--- src/rtl/cdr_pkg.sv ---
package cdr_pkg;

  typedef enum logic [2:0] {
    ST_IDLE,
    ST_CONV,
    ST_WAIT_HI,
    ST_WAIT_LO,
    ST_SHIFT,
    ST_EMIT
  } rd_state_t;

  // Total serial bits collected from a chain of n devices of w bits each.
  function automatic int chain_bits(input int n, input int w);
    return n * w;
  endfunction

  // Bit offset of device word k inside the captured vector (word 0 arrives first,
  // so it ends up in the most significant slice).
  function automatic int word_base(input int k, input int n, input int w);
    return (n - 1 - k) * w;
  endfunction

endpackage

--- src/rtl/cdr_halfper.sv ---
module cdr_halfper #(
  parameter int DIV_W = 8
) (
  input  logic             clk,
  input  logic             rst_n,
  input  logic             run,
  input  logic [DIV_W-1:0] div_val,
  output logic             tick
);

  logic [DIV_W-1:0] cnt_q;

  assign tick = run && (cnt_q == div_val);

  always_ff @(posedge clk) begin
    if (!rst_n) begin
      cnt_q <= '0;
    end else if (!run || tick) begin
      cnt_q <= '0;
    end else begin
      cnt_q <= cnt_q + 1'b1;
    end
  end

endmodule

--- src/rtl/cdr_shifter.sv ---
module cdr_shifter
  import cdr_pkg::*;
#(
  parameter int N_DEV  = 3,
  parameter int WORD_W = 16,
  localparam int TOTAL = chain_bits(N_DEV, WORD_W),
  localparam int CNT_W = $clog2(TOTAL + 1)
) (
  input  logic             clk,
  input  logic             rst_n,
  input  logic             active,
  input  logic             tick,
  input  logic             sdo,
  output logic             sclk_act,
  output logic             lead_edge,
  output logic             trail_edge,
  output logic             done,
  output logic [TOTAL-1:0] chain_q
);

  logic             act_q;
  logic [CNT_W-1:0] pulses_q;

  assign sclk_act   = act_q;
  assign lead_edge  = active && tick && !act_q;
  assign trail_edge = active && tick && act_q;
  assign done       = trail_edge && (pulses_q == CNT_W'(TOTAL - 1));

  always_ff @(posedge clk) begin
    if (!rst_n) begin
      act_q    <= 1'b0;
      pulses_q <= '0;
      chain_q  <= '0;
    end else if (!active) begin
      act_q    <= 1'b0;
      pulses_q <= '0;
    end else begin
      if (lead_edge) begin
        act_q   <= 1'b1;
        chain_q <= {chain_q[TOTAL-2:0], sdo};
      end
      if (trail_edge) begin
        act_q    <= 1'b0;
        pulses_q <= pulses_q + 1'b1;
      end
    end
  end

endmodule

--- src/rtl/cdr_emitter.sv ---
module cdr_emitter
  import cdr_pkg::*;
#(
  parameter int N_DEV  = 3,
  parameter int WORD_W = 16,
  parameter int IDX_W  = 2,
  localparam int TOTAL = chain_bits(N_DEV, WORD_W)
) (
  input  logic              clk,
  input  logic              rst_n,
  input  logic              load,
  input  logic [TOTAL-1:0]  chain_q,
  input  logic              ready,
  output logic              valid,
  output logic [WORD_W-1:0] data,
  output logic [IDX_W-1:0]  idx,
  output logic              last_hs
);

  logic             v_q;
  logic [IDX_W-1:0] idx_q;

  function automatic logic [WORD_W-1:0] pick(input logic [TOTAL-1:0] c,
                                             input logic [IDX_W-1:0] k);
    return c[word_base(int'(k), N_DEV, WORD_W) +: WORD_W];
  endfunction

  assign valid   = v_q;
  assign idx     = idx_q;
  assign data    = pick(chain_q, idx_q);
  assign last_hs = v_q && ready && (idx_q == IDX_W'(N_DEV - 1));

  always_ff @(posedge clk) begin
    if (!rst_n) begin
      v_q   <= 1'b0;
      idx_q <= '0;
    end else if (load) begin
      v_q   <= 1'b1;
      idx_q <= '0;
    end else if (v_q && ready) begin
      if (last_hs) begin
        v_q <= 1'b0;
      end else begin
        idx_q <= idx_q + 1'b1;
      end
    end
  end

endmodule

--- src/rtl/chain_adc_reader.sv ---
module chain_adc_reader
  import cdr_pkg::*;
#(
  parameter int N_DEV  = 3,
  parameter int WORD_W = 16,
  parameter int DIV_W  = 8,
  localparam int IDX_W = (N_DEV > 1) ? $clog2(N_DEV) : 1,
  localparam int TOTAL = chain_bits(N_DEV, WORD_W)
) (
  input  logic              clk,
  input  logic              rst_n,
  input  logic              start_req,
  input  logic [DIV_W-1:0]  sclk_div,
  input  logic              sclk_idle_hi,
  output logic              cnv_start,
  input  logic              busy,
  output logic              cs_n,
  output logic              rd_n,
  output logic              sclk,
  input  logic              sdo,
  output logic [WORD_W-1:0] word_data,
  output logic [IDX_W-1:0]  word_idx,
  output logic              word_valid,
  input  logic              word_ready
);

  rd_state_t        state_q, state_d;
  logic             pend_q;
  logic [DIV_W-1:0] div_q;

  // Named internal events
  logic             launch;
  logic             busy_done;
  logic             shift_active;
  logic             half_tick;
  logic             sclk_act;
  logic             lead_edge;
  logic             trail_edge;
  logic             read_done;
  logic             emit_done;
  logic [TOTAL-1:0] chain_q;

  assign launch       = (state_q == ST_IDLE) && (start_req || pend_q);
  assign busy_done    = (state_q == ST_WAIT_LO) && !busy;
  assign shift_active = (state_q == ST_SHIFT);

  always_comb begin
    state_d = state_q;
    unique case (state_q)
      ST_IDLE:    if (launch)     state_d = ST_CONV;
      ST_CONV:                    state_d = ST_WAIT_HI;
      ST_WAIT_HI: if (busy)       state_d = ST_WAIT_LO;
      ST_WAIT_LO: if (busy_done)  state_d = ST_SHIFT;
      ST_SHIFT:   if (read_done)  state_d = ST_EMIT;
      ST_EMIT:    if (emit_done)  state_d = ST_IDLE;
      default:                    state_d = ST_IDLE;
    endcase
  end

  always_ff @(posedge clk) begin
    if (!rst_n) begin
      state_q <= ST_IDLE;
      pend_q  <= 1'b0;
      div_q   <= '0;
    end else begin
      state_q <= state_d;
      if (launch) begin
        pend_q <= 1'b0;
      end else if (start_req) begin
        pend_q <= 1'b1;
      end
      if (busy_done) begin
        div_q <= sclk_div;
      end
    end
  end

  cdr_halfper #(.DIV_W(DIV_W)) u_halfper (
    .clk     (clk),
    .rst_n   (rst_n),
    .run     (shift_active),
    .div_val (div_q),
    .tick    (half_tick)
  );

  cdr_shifter #(.N_DEV(N_DEV), .WORD_W(WORD_W)) u_shifter (
    .clk        (clk),
    .rst_n      (rst_n),
    .active     (shift_active),
    .tick       (half_tick),
    .sdo        (sdo),
    .sclk_act   (sclk_act),
    .lead_edge  (lead_edge),
    .trail_edge (trail_edge),
    .done       (read_done),
    .chain_q    (chain_q)
  );

  cdr_emitter #(.N_DEV(N_DEV), .WORD_W(WORD_W), .IDX_W(IDX_W)) u_emitter (
    .clk     (clk),
    .rst_n   (rst_n),
    .load    (read_done),
    .chain_q (chain_q),
    .ready   (word_ready),
    .valid   (word_valid),
    .data    (word_data),
    .idx     (word_idx),
    .last_hs (emit_done)
  );

  assign cnv_start = (state_q == ST_CONV);
  assign cs_n      = !shift_active;
  assign rd_n      = !shift_active;
  assign sclk      = sclk_act ^ sclk_idle_hi;

endmodule

--- config.mk ---
export PLATFORM = sky130hd
export DESIGN_NAME = chain_adc_reader
export DESIGN_NICKNAME = d
export VERILOG_FILES = /design/src/rtl/cdr_pkg.sv /design/src/rtl/cdr_halfper.sv /design/src/rtl/cdr_shifter.sv /design/src/rtl/cdr_emitter.sv /design/src/rtl/chain_adc_reader.sv
export SDC_FILE = /design/constraint.sdc
export NUM_CORES = 1
export LEC_CHECK = 0
export ABC_AREA = 0
export BUFFER_PORTS_ARGS = -buffer_cell sky130_fd_sc_hd__buf_2
export CAP_MARGIN = 5
export CORE_MARGIN = 4
export CORE_UTILIZATION = 45
export DETAILED_ROUTE_END_ITERATION = 8
export SYNTH_ARGS = -nofsm -noshare
export SYNTH_HDL_FRONTEND = slang
export SYNTH_HIERARCHICAL = 1
export SYNTH_SLANG_ARGS = --single-unit
--- constraint.sdc ---
create_clock -name clk -period 7.8 [get_ports clk]
set_clock_uncertainty 0.2 [all_clocks]
set_input_delay 0.78 -clock clk [delete_from_list [all_inputs] [get_ports clk]]
set_output_delay 0.78 -clock clk [all_outputs]
set_load 0.005 [all_outputs]
==> results of run 1 <==
==> power by group through the flow <==
stage,registers [mW],clock network [mW],logic [mW]
final,0.411,0.299,0.0389
after global routing,0.412,0.326,0.0434
after CTS,0.411,0.311,0.0394
after detailed placement,0.420,0,0.0394
after global placement,0.420,0,0.0389
after floorplan,0.416,0,0.0333
==> layout make-up <==
class	count	area, sq um	share of cell area, %
Inverter	5	18.8	0.459
Sequential cell	78	1560	38.2
Clock inverter	6	62.6	1.53
Timing Repair Buffer	37	185	4.53
Tap cell	105	131	3.21
Clock buffer	10	128	3.12
Multi-Input combinational cell	331	2000	49.0
==> worst min path at each step <==
| stage | endpoint | depth (start not counted) |
|---|---|---|
| after floorplan | u_shifter/chain_q[16] | 2 |
| final | u_shifter/chain_q[17] | 2 |
| after CTS | u_shifter/chain_q[17] | 2 |
| after global placement | u_shifter/chain_q[18] | 2 |
| after detailed placement | u_shifter/chain_q[17] | 2 |
| after global routing | u_shifter/chain_q[17] | 2 |
==> worst max-delay path: stages (launching register included) <==
cell and delay [ns]:
dfxtp_1 0.85, inv_1 0.47, ha_1 1.10, mux2_2 0.43
nand2_1 0.08, a21oi_1 0.08, buf_2 0.16
==> sequential cells by signal, summed over array words and instances, names as in the netlist <==
register,cells
u_halfper/cnt_q,8
pend_q,1
u_emitter/valid,1
state_q,3
u_shifter/chain_q,48
u_emitter/idx,2
u_shifter/sclk_act,1
u_shifter/pulses_q,6
div_q,8
==> logic make-up after synthesis <==
| kind of cell | share of synthesized area (%) |
|---|---|
| mux | 4.72 |
| buf+inv | 5.41 |
| simple gates | 24.9 |
| flops | 41.4 |
| fa+ha+maj | 1.33 |
| xor+xnor | 3.92 |
| compound gates | 18.3 |
==> layout by cell type, fill, tap and decap left out, types with 4 or more instances in the layout <==
| cell type | synthesis | layout |
|---|---|---|
| inv_1 | 4 | 4 |
| nand3_1 | 8 | 8 |
| a211oi_1 | 6 | 6 |
| xnor2_1 | 4 | 4 |
| mux2_2 | 13 | 13 |
| ha_1 | 4 | 4 |
| dfxtp_1 | 78 | 78 |
| nor2_1 | 9 | 9 |
| o21ai_0 | 10 | 10 |
| nand2_1 | 134 | 134 |
| a21boi_0 | 45 | 45 |
| clkbuf_8 | 0 | 9 |
| nand3b_1 | 14 | 14 |
| a21boi_1 | 12 | 12 |
| or3_1 | 5 | 5 |
| buf_2 | 10 | 37 |
| a21oi_1 | 17 | 17 |
| xor2_1 | 11 | 11 |
==> per-layer routing <==
metal / up-vias / track usage, % / part of all wire [%]
met1: 1368 / 22.7 / 49
li1: 1542 / - / -
met3: 10 / 3.65 / 4.0
met2: 54 / 27.0 / 46
met4: 0 / 6.93 / 1.7
met5: - / 0 / 0
==> metrics by stage <==
step,setup WS [ns],cells,utilization (%)
5_1_grt,3.12,572,50.0
3_3_place_gp,3.87,556,47.7
2_1_floorplan,5.16,443,-
4_1_cts,3.38,572,50.0
6_report,3.30,572,50.0
3_5_place_dp,3.79,556,47.7
==> metrics.yaml, run 1 <==
synth_top_cell_by_area: "dfxtp_1"
synthTopCellsByCount: "nand2_1, dfxtp_1, a21boi_0"
dieArea_sq_um: 9900
tns_ns: 0
reg2reg_to: "u_shifter/chain_q[38]"
tritoncts: "done"
grt_overflow: 0
syn-cell-area_sq_um: 3770
synth-main-ff-cell: "dfxtp_1"
routed_wl_um: 8090
min_path_type: "reg2reg"
p_clk_share_pct: 39.9
synth_top_area_share_pct: 41.4
required_ns: 6.82
clock.fmax_mhz: 222
antenna_cells: 0
wl_per_cell_um: 14.1
crit_path_max_fanout: 31
synth_edf_count: 0
crit_path_end_kind: "primary output"
fin_crit_ns: 4.50
comb_power_share_pct: 5.2
clkTransAtPathRegs_ns: 0.08
grt_pass1_vias: 2836
r2r-start: "u_halfper/cnt_q[2]"
reg2reg_setup_slack_ns: 4.32
vias: 2974
ys_warn_count: 6
place_congestion: 0.773
irDropWorstVdd_mv: 0.0921
final_layout_size_suffix_gt1_share_pct: 16.1
worstSetupStartpointType: "flop"
grt.total_usage_pct: 17.1
ys_top_cells_by_area: "dfxtp_1, nand2_1, a21boi_0"
cts_num_sinks: 78
worst_pin_slew_ns: 1.01
seqPwrFrac_pct: 54.9
endpoint: "word_data[14]"
whs_ns: 0.280
p_int_mw: 0.570
slew_headroom_pct: 32.7
antenna_left: 0
first_iter_violations: 88
placed_area_sq_um: 3900
io-pin-count: 38
hold_viol_final: 0
grt_max_degree: 67
htree_num_levels: 3
cts_hold_buf: 0
path_class: "reg2out"
period_share_pct: 57.7
switching_share_pct: 23.9
die_height_um: 99.5
avgSynthCellArea_sq_um: 8.50
ys_seq_area_share_pct: 41.4
start_util_pct: 46.1
status: "complete, no violations"
cts_max_path_buffers: 2
post_cts_buffers: 0
port_buffers: 37
syn_nets: 462
finalSetupViolations: 0
hpwl_um: 5300
p_switching_mw: 0.179
reg2regPathDepth: 7
synth_most_common_cell: "nand2_1"
power_mw: 0.749
powerDensity_nw_per_um2: 183
fin_area_sq_um: 4090
root_buffer: "clkbuf_8"
maxCapViolCount: 0
grt_pass1_wl_um: 13800
clock_latency_ns: 0.35
chipWidth_um: 99.5
p_leak_nw: 1.52
antenna_found_initial: 0
ys_types: 44
synth-seq-cells: 78
startpoint: "u_emitter/idx[0]"
core_sq_um: 8180
rows: 33
syn2layout_area_growth_pct: 8.54
cts_made_buffers: 9
dr.pass1.iters: 4
route.detailed.drc: 0
drv_slew: 0
hp-start: "u_shifter/chain_q[17]"
grt_setup_unrepaired: "no"
cts_resized: 0
ys_async_sr_fraction_pct: 0
synthCells: 443
nFillCells: 833
layout.nets: 481
worst_ep_arrival_time_ns: 3.52
routed_via_density: 5.20
(Power assumes the default switching activity.)
==> run 2: changes to the inputs <==
--- a/config.mk
+++ b/config.mk
@@ -11,6 +11,7 @@
 export CORE_MARGIN = 4
 export CORE_UTILIZATION = 45
 export DETAILED_ROUTE_END_ITERATION = 8
+export PLACE_DENSITY = 0.66
 export SYNTH_ARGS = -nofsm -noshare
 export SYNTH_HDL_FRONTEND = slang
 export SYNTH_HIERARCHICAL = 1
==> constraint.sdc (replaced) <==
create_clock -name clk -period 3.72 [get_ports clk]
set_clock_uncertainty 0.2 [all_clocks]
set_input_delay 0.372 -clock clk [delete_from_list [all_inputs] [get_ports clk]]
set_output_delay 0.372 -clock clk [all_outputs]
set_load 0.005 [all_outputs]
==> metrics.yaml, run 2 (synthesis results as in run 1) <==
p_leak_nw: 1.58  # was 1.52 nW
first_iter_violations: 113  # was 88
place_congestion: 0.746  # was 0.773
root_buffer: "clkbuf_8"  # unchanged
clock.fmax_mhz: 344
grt_pass1_wl_um: 13400  # was 13,800 um
irDropWorstVdd_mv: 0.276  # was 0.0921 mV
top_register: "u_shifter/chain_q"  # unchanged
crit_slowest_cell: "inv_1"  # was ha_1
final_common_cell: "nand2_1"  # unchanged
placed_area_sq_um: 3940  # was 3900 sq um
cts_made_buffers: 9  # unchanged
tritoncts: "done"  # unchanged
cts_num_sinks: 78  # unchanged
grt_overflow: 0  # unchanged
nFillCells: 786  # was 833
finalSetupViolations: 0  # unchanged
post_cts_buffers: 0  # unchanged
grt_pass1_vias: 3013  # was 2,836
antenna_found_initial: 0  # unchanged
tns_ns: 0  # unchanged
path_class: "reg2out"  # unchanged
port_buffers: 37  # unchanged
routed_via_density: 5.36  # was 5.20
grt.total_usage_pct: 16.4  # was 17.1%
final_cell_mix: "nand2_1, dfxtp_1, a21boi_0, buf_2, a21oi_1"  # unchanged
top_usage_layer: "met2"  # unchanged
crit_path_end_kind: "primary output"  # unchanged
core_sq_um: 8180  # unchanged
use_met2_pct: 28.3  # was 27.0%
reg.largest.list: "u_shifter/chain_q (48), div_q (8), u_halfper/cnt_q (8)"  # unchanged
grt_max_degree: 49  # was 67
register_area_sq_um: 1560  # unchanged
maxCapViolCount: 0  # unchanged
hold_viol_final: 0  # unchanged
hp-start: "sclk_div[4]"  # was u_shifter/chain_q[17]
p_switching_mw: 0.362  # was 0.179 mW
clock_latency_ns: 0.35  # about the same
route.detailed.drc: 0  # unchanged
final_layout_size_suffix_gt1_share_pct: 17.2  # was 16.1%
multiInputGateArea_sq_um: 2000  # unchanged
hold_end: "div_q[4]"  # was u_shifter/chain_q[17]
comb_power_share_pct: 4.7  # was 5.2%
p_int_mw: 1.42  # was 0.570 mW
critPathTopFamily: "buffers and inverters"  # was adder cells
required_ns: 3.15  # was 6.82 ns
slew_headroom_pct: 47.9  # was 32.7%
cts_hold_buf: 0  # unchanged
routed_wl_um: 7850  # was 8090 um
dieArea_sq_um: 9900  # unchanged
r2r-start: "u_halfper/cnt_q[2]"  # unchanged
rows: 33  # unchanged
chipWidth_um: 99.5  # unchanged
powerDensity_nw_per_um2: 423  # was 183 nW/um^2
reg2reg_setup_slack_ns: 0.84  # was 4.32 ns
wl_per_cell_um: 13.6  # was 14.1 um
status: "complete, no violations"  # unchanged
cts_resized: 0  # unchanged
io-pin-count: 38  # unchanged
drv_slew: 0  # unchanged
path_cells: "inv_1 > ha_1 > buf_4 > nor2_4 > a22oi_1 > o21ai_0 > buf_2"  # was inv_1 > ha_1 > mux2_2 > nand2_1 > a21oi_1 > buf_2
clkTransAtPathRegs_ns: 0.07  # was 0.08 ns
largest_register_ffs: 48  # unchanged
crit_path_max_fanout: 30  # was 31
met1_usage_pct: 19.8  # was 22.7%
vias: 3091  # was 2,974
reg2regPathDepth: 9  # was 7
p_clk_share_pct: 46.9  # was 39.9%
syn2layout_area_growth_pct: 11.7  # was 8.54%
seqPwrFrac_pct: 48.5  # was 54.9%
layout.nets: 486  # was 481
dr.pass1.iters: 4  # unchanged
start_util_pct: 46.1  # unchanged
min_path_type: "in2reg"  # was reg2reg
fin_area_sq_um: 4210  # was 4090 sq um
worstSetupStartpointType: "flop"  # unchanged
period_share_pct: 78.2
use_met3_pct: 5.12  # was 3.65%
worst_pin_slew_ns: 0.780  # was 1.01 ns
cp.buffers_inverters: 3  # was 2
die_height_um: 99.5  # unchanged
antenna_left: 0  # unchanged
slowest_delay_ns: 0.37  # was 1.10 ns
antenna_cells: 0  # unchanged
cp.depth: 7  # was 6
hpwl_um: 5100  # was 5300 um
switching_share_pct: 20.3  # was 23.9%
reg2reg_to: "state_q[0]"  # was u_shifter/chain_q[38]
fin_crit_ns: 2.91
hold_depth: 3  # was 2
htree_num_levels: 3  # unchanged
grt_setup_unrepaired: "no"  # unchanged
worst_ep_arrival_time_ns: 2.34  # was 3.52 ns
cts_max_path_buffers: 2  # unchanged
## run 2: cell count changes in the layout (fill, tap and decap cells not counted)
cell / change
buf_4: +5
bufinv_16: +3
clkbuf_1: -1
clkbuf_8: +1
clkinv_2: -2
clkinv_4: -2
clkinvlp_4: +1
## run 2: how the worst max path moves through the flow
stage,slack [ns],start,to
5_1_grt,0.59,u_halfper/cnt_q[2],u_shifter/chain_q[33]
3_3_place_gp,1.01,u_halfper/cnt_q[2],state_q[0]
3_5_place_dp,0.88,u_halfper/cnt_q[2],state_q[0]
4_1_cts,0.80,u_emitter/idx[0],word_data[15]
6_report,0.81,u_emitter/idx[0],word_data[13]
2_1_floorplan,1.08,u_halfper/cnt_q[2],state_q[0]
## run 2: worst min-delay path, cell delays in order
cell and delay, ns:
buf_2 0.09, nand2_1 0.04, a21boi_0 0.06
## run 2: power by group through the flow
stage | Combinational, mW | Sequential, mW | Clock (mW)
final | 0.0833 | 0.861 | 0.833
after global routing | 0.0920 | 0.864 | 0.887
after CTS | 0.0839 | 0.861 | 0.855
after detailed placement | 0.0835 | 0.881 | 0
after global placement | 0.0812 | 0.881 | 0
after floorplan | 0.0699 | 0.871 | 0
## run 2: stage by stage
| step | power [mW] | utilization (%) | setup slack [ns] | cells | hold slack (ns) |
|---|---|---|---|---|---|
| 6_report | 1.78 | 51.5 | 0.810 | 577 | 0.0736 |
| 5_1_grt | 1.84 | 51.5 | 0.590 | 577 | 0.0703 |
| 4_1_cts | 1.80 | 51.5 | 0.802 | 577 | 0.0584 |
| 3_5_place_dp | 0.964 | 48.1 | 0.882 | 561 | 0.259 |
| 2_1_floorplan | 0.941 | - | 1.08 | 443 | 0.240 |
| 3_3_place_gp | 0.962 | 48.1 | 1.01 | 561 | 0.256 |
## run 2: routing by layer
| metal | vias to the layer above | part of all wire, % |
|---|---|---|
| met4 | 0 | 0.57 |
| met5 | - | 0 |
| met2 | 65 | 48 |
| met3 | 4 | 5.3 |
| li1 | 1547 | - |
| met1 | 1475 | 46 |
## run 2: area by class of cell
type,count,share of cell area [%]
inverters,5,0.446
well taps,105,3.12
multi-input cells,331,47.6
clock buffers,10,3.27
repair buffers,42,5.29
clock inverters,6,3.15
flip-flops and latches,78,37.1
